## src/rtl/exc_pkg.sv

```systemverilog
package exc_pkg;

    typedef enum logic [2:0] {
        EXC_NONE = 3'd0,
        EXC_IRQ  = 3'd1,
        EXC_ITLB = 3'd2,
        EXC_ILL  = 3'd3,
        EXC_OVF  = 3'd4,
        EXC_DTLB = 3'd5
    } exc_code_e;

    typedef enum logic [0:0] {
        IRQ_IDLE     = 1'b0,
        IRQ_INFLIGHT = 1'b1
    } irq_state_e;

    typedef struct packed {
        logic      valid;
        exc_code_e code;
        logic      reg_we;
        logic      mem_we;
    } stage_ctl_t;

endpackage

```

## src/rtl/exc_detect.sv

```systemverilog
module exc_detect
    import exc_pkg::*;
(
    input  logic      id_itlb_fault,
    input  logic      id_illegal,
    input  logic      ex_overflow,
    input  logic      mem_dtlb_fault,
    output exc_code_e id_code,
    output exc_code_e ex_code,
    output exc_code_e mem_code
);

    // Fetch-side translation fault outranks a bad encoding in decode.
    always_comb begin
        if (id_itlb_fault) begin
            id_code = EXC_ITLB;
        end else if (id_illegal) begin
            id_code = EXC_ILL;
        end else begin
            id_code = EXC_NONE;
        end
        ex_code  = ex_overflow    ? EXC_OVF  : EXC_NONE;
        mem_code = mem_dtlb_fault ? EXC_DTLB : EXC_NONE;
    end

endmodule

```

## src/rtl/exc_stage_reg.sv

```systemverilog
module exc_stage_reg
    import exc_pkg::*;
#(
    parameter int PC_W = 16
) (
    input  logic            clk,
    input  logic            rst_n,
    input  logic            flush,
    input  stage_ctl_t      d_ctl,
    input  logic [PC_W-1:0] d_pc,
    output stage_ctl_t      q_ctl,
    output logic [PC_W-1:0] q_pc
);

    always_ff @(posedge clk or negedge rst_n) begin
        if (!rst_n) begin
            q_ctl <= '0;
            q_pc  <= '0;
        end else if (flush) begin
            q_ctl <= '0;
        end else begin
            q_ctl <= d_ctl;
            q_pc  <= d_pc;
        end
    end

endmodule

```

## src/rtl/exc_irq_fsm.sv

```systemverilog
module exc_irq_fsm
    import exc_pkg::*;
(
    input  logic clk,
    input  logic rst_n,
    input  logic irq_req,
    input  logic take,
    output logic inject
);

    irq_state_e state_q;
    irq_state_e state_d;

    always_ff @(posedge clk or negedge rst_n) begin
        if (!rst_n) begin
            state_q <= IRQ_IDLE;
        end else begin
            state_q <= state_d;
        end
    end

    always_comb begin
        state_d = state_q;
        inject  = 1'b0;
        unique case (state_q)
            IRQ_IDLE: begin
                if (irq_req && !take) begin
                    inject  = 1'b1;
                    state_d = IRQ_INFLIGHT;
                end
            end
            IRQ_INFLIGHT: begin
                if (take) begin
                    state_d = IRQ_IDLE;
                end
            end
            default: state_d = IRQ_IDLE;
        endcase
    end

endmodule

```

## src/rtl/exc_pipe_ctrl.sv

```systemverilog
module exc_pipe_ctrl
    import exc_pkg::*;
#(
    parameter int            PC_W     = 16,
    parameter logic [PC_W-1:0] RESET_PC = 16'h0100,
    parameter logic [PC_W-1:0] VEC_PC   = 16'h0080,
    parameter int            PC_STEP  = 4
) (
    input  logic            clk,
    input  logic            rst_n,
    input  logic            fetch_en,
    input  logic            irq_req,
    input  logic            id_itlb_fault,
    input  logic            id_illegal,
    input  logic            ex_overflow,
    input  logic            mem_dtlb_fault,
    input  logic            id_reg_we,
    input  logic            id_mem_we,
    output logic [PC_W-1:0] pc_o,
    output logic            wb_commit,
    output logic [PC_W-1:0] wb_pc,
    output logic            mem_wr_en,
    output logic            exc_take,
    output logic [PC_W-1:0] exc_epc,
    output logic [2:0]      exc_cause
);

    localparam int NSTG   = 5;
    localparam int ST_IF  = 0;
    localparam int ST_ID  = 1;
    localparam int ST_EX  = 2;
    localparam int ST_MEM = 3;
    localparam int ST_WB  = 4;
    localparam logic [PC_W-1:0] STEP = PC_W'(PC_STEP);

    stage_ctl_t      cur_ctl [NSTG];
    stage_ctl_t      nxt_ctl [NSTG];
    logic [PC_W-1:0] cur_pc  [NSTG];
    logic [PC_W-1:0] nxt_pc  [NSTG];
    exc_code_e       det     [NSTG-1];

    exc_code_e       id_code, ex_code, mem_code;
    logic            inject;
    logic            take;
    logic [PC_W-1:0] pc_q;
    logic [PC_W-1:0] epc_q;
    exc_code_e       cause_q;

    exc_detect u_detect (
        .id_itlb_fault (id_itlb_fault),
        .id_illegal    (id_illegal),
        .ex_overflow   (ex_overflow),
        .mem_dtlb_fault(mem_dtlb_fault),
        .id_code       (id_code),
        .ex_code       (ex_code),
        .mem_code      (mem_code)
    );

    assign take = cur_ctl[ST_WB].valid && (cur_ctl[ST_WB].code != EXC_NONE);

    exc_irq_fsm u_irq (
        .clk    (clk),
        .rst_n  (rst_n),
        .irq_req(irq_req),
        .take   (take),
        .inject (inject)
    );

    // Fault detected against the instruction now in each stage.
    always_comb begin
        det[ST_IF]  = EXC_NONE;
        det[ST_ID]  = id_code;
        det[ST_EX]  = ex_code;
        det[ST_MEM] = mem_code;
    end

    // Next contents of every stage: fetch slot plus shifted, code-merged stages.
    always_comb begin
        nxt_ctl[ST_IF].valid  = inject || fetch_en;
        nxt_ctl[ST_IF].code   = inject ? EXC_IRQ : EXC_NONE;
        nxt_ctl[ST_IF].reg_we = 1'b0;
        nxt_ctl[ST_IF].mem_we = 1'b0;
        nxt_pc[ST_IF]         = pc_q;
        for (int i = 1; i < NSTG; i++) begin
            nxt_ctl[i] = cur_ctl[i-1];
            nxt_pc[i]  = cur_pc[i-1];
            if (cur_ctl[i-1].valid && (cur_ctl[i-1].code == EXC_NONE)) begin
                nxt_ctl[i].code = det[i-1];
            end
            if (i == ST_EX) begin
                nxt_ctl[i].reg_we = id_reg_we;
                nxt_ctl[i].mem_we = id_mem_we;
            end
        end
    end

    for (genvar g = 0; g < NSTG; g++) begin : g_stage
        exc_stage_reg #(.PC_W(PC_W)) u_reg (
            .clk  (clk),
            .rst_n(rst_n),
            .flush(take),
            .d_ctl(nxt_ctl[g]),
            .d_pc (nxt_pc[g]),
            .q_ctl(cur_ctl[g]),
            .q_pc (cur_pc[g])
        );
    end

    always_ff @(posedge clk or negedge rst_n) begin
        if (!rst_n) begin
            pc_q    <= RESET_PC;
            epc_q   <= '0;
            cause_q <= EXC_NONE;
        end else if (take) begin
            pc_q    <= VEC_PC;
            epc_q   <= cur_pc[ST_WB];
            cause_q <= cur_ctl[ST_WB].code;
        end else if (!inject && fetch_en) begin
            pc_q <= pc_q + STEP;
        end
    end

    assign pc_o      = pc_q;
    assign wb_pc     = cur_pc[ST_WB];
    assign wb_commit = cur_ctl[ST_WB].valid && cur_ctl[ST_WB].reg_we
                       && (cur_ctl[ST_WB].code == EXC_NONE);
    assign mem_wr_en = cur_ctl[ST_MEM].valid && cur_ctl[ST_MEM].mem_we
                       && (nxt_ctl[ST_WB].code == EXC_NONE) && !take;
    assign exc_take  = take;
    assign exc_epc   = epc_q;
    assign exc_cause = cause_q;

endmodule

```

## config.mk

```make
export PLATFORM = sky130hd
export DESIGN_NAME = exc_pipe_ctrl
export DESIGN_NICKNAME = d
export VERILOG_FILES = /design/src/rtl/exc_pkg.sv /design/src/rtl/exc_detect.sv /design/src/rtl/exc_stage_reg.sv /design/src/rtl/exc_irq_fsm.sv /design/src/rtl/exc_pipe_ctrl.sv
export SDC_FILE = /design/constraint.sdc
export NUM_CORES = 1
export LEC_CHECK = 0
export BUFFER_PORTS_ARGS = -buffer_cell sky130_fd_sc_hd__buf_2
export CORE_AREA = 2 2 155 157
export DETAILED_ROUTE_END_ITERATION = 8
export DIE_AREA = 0 0 157 159
export PLACE_DENSITY_LB_ADDON = 0.12
export SLEW_MARGIN = 20
export SYNTH_ARGS = -nofsm -noshare
export SYNTH_HDL_FRONTEND = slang
export SYNTH_HIERARCHICAL = 1
export SYNTH_SLANG_ARGS = --single-unit
```

## constraint.sdc

```tcl
create_clock -name clk -period 3.4 [get_ports clk]
set_input_delay 0.34 -clock clk [delete_from_list [all_inputs] [get_ports clk]]
set_output_delay 0.34 -clock clk [all_outputs]
set_load 0.02 [all_outputs]
```

==> results_dict.tcl <==
set metrics [dict create \
    first_global_vias 3335 \
    setup_viol 0 \
    drc 0 \
    avgRoutedWirePerCell_um 12.8 \
    timing.final.ws_setup_ns 1.01 \
    criticalPathCategory "register to output pin" \
    crit_path_top_delay_cell "dfrtp_1" \
    cts_buffers 17 \
    hpwlAfterDp_mm 6.95 \
    timing.fmax_ghz 0.418 \
    fin_area_sq_um 6720 \
    synthesis.area_sq_um 5570 \
    fp.coreArea_sq_um 23200 \
    layout-drive-gt1-share_pct 38.2 \
    io_pins 64 \
    gr-usage-all-layers_pct 9.15 \
    cts_tree "yes" \
    powerDensity_nw_per_um2 800 \
    antenna_cells 0 \
    hold_path.class "input pin to register" \
    worstMarginPinSlew_ns 0.656 \
    dr.pass1.iters 4 \
    worstPathRequired_ns 3.06 \
    fin_skew_ns 0.00563 \
    via_per_inst 3.88 \
    worstSetupEndpointType "output pin" \
    path_cells "o31ai_4 -> buf_4 -> nand3_1 -> nor4_1 -> buf_2" \
    drv_cap 0 \
    peakVddDrop_mv 0.296 \
    start_util_pct 24.0 \
    dieWidth_um 157 \
    syn_inst 418 \
    clock_sinks 139 \
    clk_pin_slew_ns 0.05 \
    syn_avg_cell_area_sq_um 13.3 \
    overflow 0 \
    dieHeight_um 159 \
    grt_max_degree 59 \
    wl_mm 10.5 \
    rsz0062_at_grt "no" \
    fin_crit_ns 2.39 \
    area_delta_synth_final_pct 20.5 \
    finalHoldViolCount 0 \
    ant_nets 0 \
    outcome "finished clean" \
    die_area_sq_um 25000 \
    post-route-period-util_pct 70.4 \
    relSlewSlack_pct 56.2 \
    finalPower_uw 5370 \
    cp.arrival_ns 2.05 \
    clkLatencyLatePin_ns 0.40 \
    max_stage_delay_ns 0.41 \
    htree_levels 4 \
    place_congestion 0.738 \
    cts_resized 0 \
    yosysWarnings 6 \
    via_count 3168 \
    tns_ns 0 \
    port_buffers 61 \
    path_max_fanout 29 \
    postPlaceCellArea_sq_um 6150 \
    grt_antenna_before_repair 0 \
    clockBufferDepth 2 \
    cp-start-kind "register" \
    fin_nets 497 \
    grt_first_pass_wirelength_mm 17.8 \
    ctsRootBufferMaster "clkbuf_16" \
    leakage_uw 0.00329 \
    rows 56 \
    finalMaxSlewViolations 0 \
    dp_slack_ns 1.17 \
    drtIter0Drc 155 \
]
## routing by layer
layer  wire length (um)  up-vias  GRT usage (%)  part of all wire [%]
li1                   -     1549              -                     -
met1               5320     1549           12.6                    51
met2               4460       63           12.9                    43
met3                569        7           3.46                   5.4
met4                134        0           3.71                   1.3
met5                  0        -              0                     0
## per-stage QoR
| step | hold WS, ns | util (%) | instances |
|---|---|---|---|
| floorplan | 0.0444 | - | 426 |
| global placement | 0.356 | 26.5 | 785 |
| detailed placement | 0.361 | 26.5 | 785 |
| CTS | 0.146 | 29.0 | 817 |
| global route | 0.147 | 29.0 | 817 |
| finish | 0.166 | 29.0 | 817 |
## critical path: cells and delay by family, from the launching register on
family	cells	cell delay, ns
DFF	1	0.41
and+or+nand+nor	2	0.32
AOI/OAI and AO/OA	1	0.31
buffers and inverters	2	0.61
## flip-flops by register name, summed over array words and instances, names as in the netlist
name / flops
exc_cause: 3
exc_epc: 16
g_stage.u_reg/q_ctl: 25
g_stage.u_reg/q_pc: 80
pc_o: 14
u_irq/state_q: 1
## power by group
part	leakage [uW]	internal, uW	switching [uW]
Combinational	0.00121	603	760
Sequential	0.00181	2040	245
Clock	0.000280	1080	645
## worst paths after layout
kind                                            from                        end  slack (ns)  cells past startpoint
max                        g_stage[4].u_reg/q_ctl[4]                  mem_wr_en        1.01                      5
min                                          irq_req              u_irq/state_q        0.17                      2
max reg2reg                g_stage[4].u_reg/q_ctl[5]   g_stage[3].u_reg/q_pc[1]        1.21                      4
min reg2reg                g_stage[0].u_reg/q_ctl[5]  g_stage[1].u_reg/q_ctl[5]        0.46                      1
max in group asynchronous                      rst_n  g_stage[2].u_reg/q_pc[12]        2.11                      3
min in group asynchronous                      rst_n   g_stage[2].u_reg/q_pc[6]        0.48                      2
## repair_timing
item | 4_1_cts | 5_1_grt
endpoints found under the hold margin | 54 | 0
buffers inserted | 0 | 0
hold buffers | 1 | 0
## placed cells by master (no fill, tap or decap), types with 3 or more instances in the layout
cell type  count
a41o_1         3
or3_1          3
conb_1        10
nor2b_1       30
nand4_1        3
a31o_2         6
nand2_1       66
buf_4          6
clkbuf_16     17
buf_2         60
or4_1          4
mux2i_1        5
o31ai_1        4
o21ai_0        3
nand3_1        3
mux2_2        80
nand2b_1       3
inv_1          8
nor2_1         3
clkinv_2       8
clkbuf_1       3
nor4_1         6
a21oi_1        6
dfrtp_1      138
## cell type report
cell class / instances / area, sq um
clock buffers: 21 / 450
flip-flops and latches: 139 / 3480
multi-input cells: 251 / 1880
clock inverters: 10 / 100
inverters: 9 / 36.3
repair buffers: 68 / 367
well taps: 319 / 399
fillers: 2370 / 16500
Power figures use the tool's default switching activity.
